`config.mk`:
```
export PLATFORM = sky130hd
export DESIGN_NAME = apb_irq_ctrl
export DESIGN_NICKNAME = d
export VERILOG_FILES = /design/src/rtl/irq_pkg.sv /design/src/rtl/irq_bank.sv /design/src/rtl/irq_unit.sv /design/src/rtl/apb_irq_ctrl.sv
export SDC_FILE = /design/constraint.sdc
export NUM_CORES = 2
export LEC_CHECK = 0
export BUFFER_PORTS_ARGS = -buffer_cell sky130_fd_sc_hd__buf_2
export CAP_MARGIN = 20
export CORE_MARGIN = 3
export CORE_UTILIZATION = 45
export DETAILED_ROUTE_END_ITERATION = 7
export SLEW_MARGIN = 20
export SYNTH_ARGS = -nofsm -noshare
export SYNTH_HDL_FRONTEND = slang
export SYNTH_SLANG_ARGS = --single-unit
```
`constraint.sdc`:
```
create_clock -name clk_i -period 4.25 [get_ports clk_i]
set_input_delay 0.85 -clock clk_i [delete_from_list [all_inputs] [get_ports clk_i]]
set_output_delay 0.85 -clock clk_i [all_outputs]
set_load 0.03 [all_outputs]
```
`src/rtl/irq_pkg.sv`:
```
package irq_pkg;
  localparam int BANK_W       = 32;
  localparam int BANKS        = 2;
  localparam int SRC_PER_UNIT = BANK_W * BANKS;
  localparam int SLOT_WORDS   = SRC_PER_UNIT / 4;
  localparam int SLOT_IDX_W   = $clog2(SLOT_WORDS);
  localparam logic [7:0] OFF_CTRL  = 8'h00;
  localparam logic [7:0] SLOT_BASE = 8'h40;

  function automatic logic [7:0] en_off(input int b);
    return (b == 0) ? 8'h10 : 8'h28;
  endfunction

  // flag register lives 8 bytes below its enable register
  function automatic logic [7:0] flag_off(input int b);
    return en_off(b) - 8'h08;
  endfunction

  function automatic logic [7:0] pend_off(input int b);
    return en_off(b) + 8'h04;
  endfunction
endpackage

```
`src/rtl/irq_bank.sv`:
```
module irq_bank #(
  parameter int W     = 32,
  parameter bit PULSE = 1'b0
) (
  input  logic         clk_i,
  input  logic         rst_ni,
  input  logic [W-1:0] src_i,
  input  logic         en_we_i,
  input  logic         flag_we_i,
  input  logic [W-1:0] wdata_i,
  output logic [W-1:0] en_o,
  output logic [W-1:0] flag_o,
  output logic [W-1:0] pend_o
);
  logic [W-1:0] en_q;

  always_ff @(posedge clk_i or negedge rst_ni) begin
    if (!rst_ni)      en_q <= '0;
    else if (en_we_i) en_q <= wdata_i;
  end

  assign en_o = en_q;

  a_r2_en_hold: assert property (@(posedge clk_i) disable iff (!rst_ni)
    !en_we_i |=> $stable(en_q));

  if (PULSE) begin : g_pulse
    logic [W-1:0] flag_q;
    always_ff @(posedge clk_i or negedge rst_ni) begin
      if (!rst_ni)        flag_q <= '0;
      else if (flag_we_i) flag_q <= (flag_q & wdata_i) | src_i;  // capture beats clear
      else                flag_q <= flag_q | src_i;
    end
    assign flag_o = flag_q;
    assign pend_o = flag_q & en_q;

    a_r4_flag_hold: assert property (@(posedge clk_i) disable iff (!rst_ni)
      !flag_we_i |=> ((flag_q & $past(flag_q)) == $past(flag_q)));
    a_r5_capture_wins: assert property (@(posedge clk_i) disable iff (!rst_ni)
      1'b1 |=> ((flag_q & $past(src_i)) == $past(src_i)));
  end else begin : g_level
    assign flag_o = '0;
    assign pend_o = src_i & en_q;
  end
endmodule

```
`src/rtl/irq_unit.sv`:
```
module irq_unit
  import irq_pkg::*;
#(
  parameter bit PULSE = 1'b0
) (
  input  logic                    clk_i,
  input  logic                    rst_ni,
  input  logic [SRC_PER_UNIT-1:0] src_i,
  input  logic                    we_i,
  input  logic [7:0]              addr_i,
  input  logic [31:0]             wdata_i,
  output logic [31:0]             rdata_o,
  output logic                    irq_o
);
  localparam logic [7:0] SLOT_END = SLOT_BASE + 8'(4 * SLOT_WORDS);

  logic                          ctrl_q;
  logic [BANKS-1:0][BANK_W-1:0]  en_w, flag_w, pend_w;
  logic [BANKS-1:0]              pend_any;
  logic [31:0]                   slot_q [SLOT_WORDS];
  logic                          in_slots;
  logic [SLOT_IDX_W-1:0]         slot_idx;
  logic [7:0]                    slot_rel;

  always_ff @(posedge clk_i or negedge rst_ni) begin
    if (!rst_ni)                          ctrl_q <= 1'b0;
    else if (we_i && addr_i == OFF_CTRL)  ctrl_q <= wdata_i[31];
  end

  for (genvar b = 0; b < BANKS; b++) begin : g_bank
    irq_bank #(.W(BANK_W), .PULSE(PULSE)) i_bank (
      .clk_i     (clk_i),
      .rst_ni    (rst_ni),
      .src_i     (src_i[b*BANK_W +: BANK_W]),
      .en_we_i   (we_i && addr_i == en_off(b)),
      .flag_we_i (we_i && addr_i == flag_off(b)),
      .wdata_i   (wdata_i),
      .en_o      (en_w[b]),
      .flag_o    (flag_w[b]),
      .pend_o    (pend_w[b])
    );
    assign pend_any[b] = |pend_w[b];
  end

  assign in_slots = (addr_i >= SLOT_BASE) && (addr_i < SLOT_END) && (addr_i[1:0] == 2'b00);
  assign slot_rel = addr_i - SLOT_BASE;
  assign slot_idx = slot_rel[2 +: SLOT_IDX_W];

  always_ff @(posedge clk_i or negedge rst_ni) begin
    if (!rst_ni) begin
      for (int i = 0; i < SLOT_WORDS; i++) slot_q[i] <= '0;
    end else if (we_i && in_slots) begin
      slot_q[slot_idx] <= wdata_i;
    end
  end

  always_comb begin
    rdata_o = '0;
    if (addr_i == OFF_CTRL) rdata_o = {ctrl_q, 31'b0};
    for (int b = 0; b < BANKS; b++) begin
      if (addr_i == en_off(b))   rdata_o = en_w[b];
      if (addr_i == flag_off(b)) rdata_o = flag_w[b];
      if (addr_i == pend_off(b)) rdata_o = pend_w[b];
    end
    if (in_slots) rdata_o = slot_q[slot_idx];
  end

  assign irq_o = ctrl_q && (|pend_any);

  a_r6_gate_off: assert property (@(posedge clk_i) disable iff (!rst_ni)
    !ctrl_q |-> !irq_o);
endmodule

```
`src/rtl/apb_irq_ctrl.sv`:
```
module apb_irq_ctrl
  import irq_pkg::*;
#(
  parameter int N_UNITS    = 2,
  parameter bit PULSE_MODE = 1'b1,
  parameter int ADDR_W     = 12
) (
  input  logic                            clk_i,
  input  logic                            rst_ni,
  input  logic                            psel_i,
  input  logic                            penable_i,
  input  logic                            pwrite_i,
  input  logic [ADDR_W-1:0]               paddr_i,
  input  logic [31:0]                     pwdata_i,
  output logic [31:0]                     prdata_o,
  output logic                            pready_o,
  input  logic [N_UNITS*SRC_PER_UNIT-1:0] src_i,
  output logic                            irq_o
);
  localparam int UIDX_W = ADDR_W - 8;

  logic              wr_acc;
  logic [UIDX_W-1:0] unit_sel;
  logic [31:0]       u_rdata [N_UNITS];
  logic [N_UNITS-1:0] u_irq;

  assign wr_acc   = psel_i && penable_i && pwrite_i;
  assign unit_sel = paddr_i[ADDR_W-1:8];
  assign pready_o = 1'b1;

  for (genvar u = 0; u < N_UNITS; u++) begin : g_unit
    irq_unit #(.PULSE(PULSE_MODE)) i_unit (
      .clk_i   (clk_i),
      .rst_ni  (rst_ni),
      .src_i   (src_i[u*SRC_PER_UNIT +: SRC_PER_UNIT]),
      .we_i    (wr_acc && unit_sel == UIDX_W'(u)),
      .addr_i  (paddr_i[7:0]),
      .wdata_i (pwdata_i),
      .rdata_o (u_rdata[u]),
      .irq_o   (u_irq[u])
    );
  end

  always_comb begin
    prdata_o = '0;
    for (int u = 0; u < N_UNITS; u++)
      if (unit_sel == UIDX_W'(u)) prdata_o = u_rdata[u];
  end

  assign irq_o = |u_irq;

  a_r6_req_from_unit: assert property (@(posedge clk_i) disable iff (!rst_ni)
    irq_o |-> (u_irq != '0));
endmodule

```
==> key figures <==
STA
  – Fin. Hold Viols: 0
  – Worst slew pin tran: 1.10 ns
  – Min Hold Slack: 0.0928 ns
  – Worst slew margin: 0.267
  – Clock skew: 0 ns
  – F_max: 0.236 GHz
  – Final Critical Period: 4.23 ns
  – Setup-failing EPs final: 0
  – RSZ-0062 raised after global routing: false
  – Final Max Tran Viols: 0
  – Period Utilization, post-route: 0.996

Setup path
  – Worst setup startpoint: paddr_i[2]
  – RR Endpoint: g_unit[0].i_unit.g_bank[1].i_bank.en_o[0]
  – Critical path's most frequent cell: buf_12
  – Startpoint types: primary input
  – WS Path Type: in -> out
  – CP cell instances: buf_8, buf_12, buf_12, buf_4, mux4_2, o22ai_1, nor2_1, a21oi_1, o41ai_1, buf_2
  – Critical Path Fanout Max: 13
  – FF-to-FF Start: g_unit[0].i_unit.g_bank[1].i_bank.en_o[0]
  – Reg2reg setup slack: 3.32 ns
  – Setup crit end kind: primary output
  – Crit-path slowest cell: o41ai_1
  – Worst Path Required: 3.40 ns
  – Setup crit end: prdata_o[23]
  – Crit path largest cell delay: 0.75 ns
  – WP data arrival: 3.38 ns
  – R2r worst-path depth: 1

Power
  – Power share of the combinational group: 0.055
  – Leak: 33.1 nW
  – Total power: 26.0 mW
  – Clk network pwr share: 0.474
  – Peak VDD IR: 347 µV
  – Switching Power: 6.02 mW
  – Pwr per Cell Area: 373 mW/mm²
  – Sw frac: 0.232
  – Pint: 20.0 mW
  – Sequential cell fraction of total power: 0.471

Synthesis
  – Post-Synthesis Cells: 4282
  – Synth cell types: 62
  – Synth Register Bits: 1282
  – Ys flop type: dfrtp_1
  – Number of synthesized flops with an enable pin: 0
  – Mapped Area: 0.0603 mm²
  – Cell taking the most area after synthesis: dfrtp_1
  – Adder-cell share of the synthesized area: 0
  – Ys async rst share: 1.00
  – Main combinational cell family by area after synthesis: multiplexers
  – Synth Area in XOR/XNOR: 0
  – Synth Area per Inst: 14.1 µm²
  – Syn nets: 4459
  – Seq/Total Area, Yosys: 0.532
  – Post-synthesis compound-gate area fraction: 0.0728
  – Yosys warnings: 0
  – Multiplexer area fraction after synthesis: 0.321
  – Top cell type's share of synthesized area: 0.532
  – Post-Synth Simple-Gate Area: 0.0430
  – Ranking of synthesized cells by area: dfrtp_1 (53%), mux2_2 (20%), mux4_2 (9.6%)

Clock network
  – CTS Buf Count: 138
  – Root buffer cell: clkbuf_16
  – # hold bufs at CTS: 0
  – Clock transition at path regs: 0.06 ns
  – Clock sinks: 1282
  – CTS tree: yes
  – H-tree levels: 4
  – Worst-Skew Late Latency: 0.77 ns
  – Clock buffer depth: 3

Global routing
  – Largest net degree at the start of global routing: 108
  – Gr usage total: 0.283
  – Vias in the first global route: 40100
  – Gr ovfl total: 0
  – Global-route wire length before repair: 286 mm
  – Initial antenna violation count: 5

Placement
  – Gpl congestion: 0.996
  – Hpwl dp: 129 mm
  – Port bufs: 209
  – Inst Count DP: 6116

Layout
  – Area Overhead vs Synth: 15.3%
  – # fillers: 11100
  – Fin nets: 4678
  – Final core occ: 0.526
  – Final std cells w/o fill: 6366
  – Share of cells above drive strength 1: 0.453

Floorplanning
  – Die X: 372 µm
  – DIE AREA: 0.138 mm²
  – # rows: 133
  – Initial Util: 0.456
  – Num ports: 211
  – Die height: 372 µm
  – Core Area: 0.132 mm²

Outcome
  – Status: completed

Detailed routing
  – DRC errors left: 0
  – Vias: 39800
  – Avg WL per Cell: 30.5 µm
  – Initial DRC Count: 3671
  – Vias/cell: 6.26
  – Antenna violation net count after detailed routing: 0
  – Drt first pass iters: 6
  – WL final: 194 mm

Hold path
  – HP Class: in -> async

Flow run
  – Max Cap Viol: 0
power by group through the flow:
| stage | clock network, mW | registers (mW) | logic (mW) |
|---|---|---|---|
| floorplan | 0 | 12.5 | 0.594 |
| global placement | 0 | 12.4 | 1.42 |
| detailed placement | 0 | 12.4 | 1.42 |
| CTS | 12.6 | 12.2 | 1.43 |
| global route | 13.0 | 12.2 | 1.52 |
| finish | 12.3 | 12.2 | 1.42 |
layout make-up:
class | instances | area, µm² | share of cell area
Antenna cell | 6 | 15.0 | 0.000216
Sequential cell | 1282 | 32100 | 0.461
Multi-Input combinational cell | 2574 | 26500 | 0.381
Clock buffer | 209 | 4120 | 0.0592
Clock inverter | 35 | 480 | 0.00691
Inverter | 1 | 3.75 | 0.0000540
Tap cell | 1755 | 2200 | 0.0316
Timing Repair Buffer | 504 | 4210 | 0.0604
sequential cells by signal (all words and copies together), names as in the netlist:
| name | cells |
|---|---|
| g_unit.i_unit.g_bank.i_bank.flag_o | 128 |
| g_unit.i_unit.slot_q | 1024 |
| g_unit.i_unit.g_bank.i_bank.en_o | 128 |
| g_unit.i_unit.ctrl_q | 2 |
layer usage:
layer	GRT usage	share of wire	vias to the layer above
li1	-	-	16500
met1	0.412	0.45	21400
met2	0.418	0.44	1547
met3	0.0509	0.068	389
met4	0.117	0.044	4
met5	0	0.00017	-
synthesized netlist by cell type, drive strengths merged, types with 56 or more instances:
cell,instances
buf,199
mux4,256
o221ai,74
a21o,56
a31oi,72
dfrtp,1282
clkbuf,226
nand2,97
mux2,1157
a21oi,74
nand2b,174
o21ai,182
a22oi,71
metrics by stage:
stage	instance area (µm²)	setup WS, ns	TNS, ns
final	69600	0.0161	0
after global routing	69600	0.0168	0
after CTS	69600	0.00328	0
after detailed placement	65000	-0.0537	-0.0537
after global placement	65000	-0.0546	-0.0896
after floorplan	60300	0.154	0
cells in the final DEF (no fill, tap or decap), types with 11 or more instances in the layout:
| master | count |
|---|---|
| dfrtp_1 | 1282 |
| mux2_2 | 1059 |
| mux4_2 | 256 |
| buf_4 | 224 |
| buf_2 | 204 |
| o21ai_0 | 182 |
| nand2b_1 | 173 |
| clkbuf_16 | 145 |
| mux2_1 | 98 |
| nand2_1 | 83 |
| a21oi_1 | 74 |
| o221ai_1 | 74 |
| buf_12 | 73 |
| a31oi_1 | 72 |
| a22oi_1 | 71 |
| a21o_1 | 56 |
| mux2i_1 | 54 |
| nor2_1 | 39 |
| clkbuf_1 | 39 |
| nor3b_1 | 27 |
| clkbuf_8 | 25 |
| o22ai_1 | 23 |
| a221oi_1 | 19 |
| nand4_1 | 18 |
| clkinv_2 | 15 |
| nor2b_1 | 14 |
| nand3_1 | 11 |
| a221o_1 | 11 |
| nand2_2 | 11 |
worst min-delay path by stage:
stage / slack (ns) / end / startpoint / cells past startpoint
CTS: 0.13 / g_unit[0].i_unit.g_bank[1].i_bank.flag_o[3] / rst_ni / 1
finish: 0.09 / g_unit[0].i_unit.g_bank[1].i_bank.flag_o[3] / rst_ni / 1
global route: 0.13 / g_unit[0].i_unit.g_bank[1].i_bank.flag_o[3] / rst_ni / 1
detailed placement: 0.47 / g_unit[0].i_unit.slot_q[268] / g_unit[0].i_unit.slot_q[268] / 1
global placement: 0.46 / g_unit[0].i_unit.slot_q[268] / g_unit[0].i_unit.slot_q[268] / 1
floorplan: 0.45 / g_unit[0].i_unit.slot_q[267] / g_unit[0].i_unit.slot_q[267] / 1
worst max-delay path, delay by kind of cell:
kind | cells | cell delay (ns)
compound gates | 3 | 1.01
buf+inv | 5 | 0.97
mux | 1 | 0.33
simple gates | 1 | 0.19
cells by family (layout without fill, tap and decap cells):
logic type	Yosys count	count (layout)
buffers and inverters	426	749
AOI/OAI and AO/OA	656	656
and+or+nand+nor	450	450
muxes	1467	1467
DFF	1282	1282
other	1	7
what timing repair did:
item,CTS,global route
hold endpoints to repair,0,0
resized for setup,1,0
endpoints found under the setup margin,1,0
setup buffers,0,0
No activity file was read; power rests on OpenSTA's default activity.
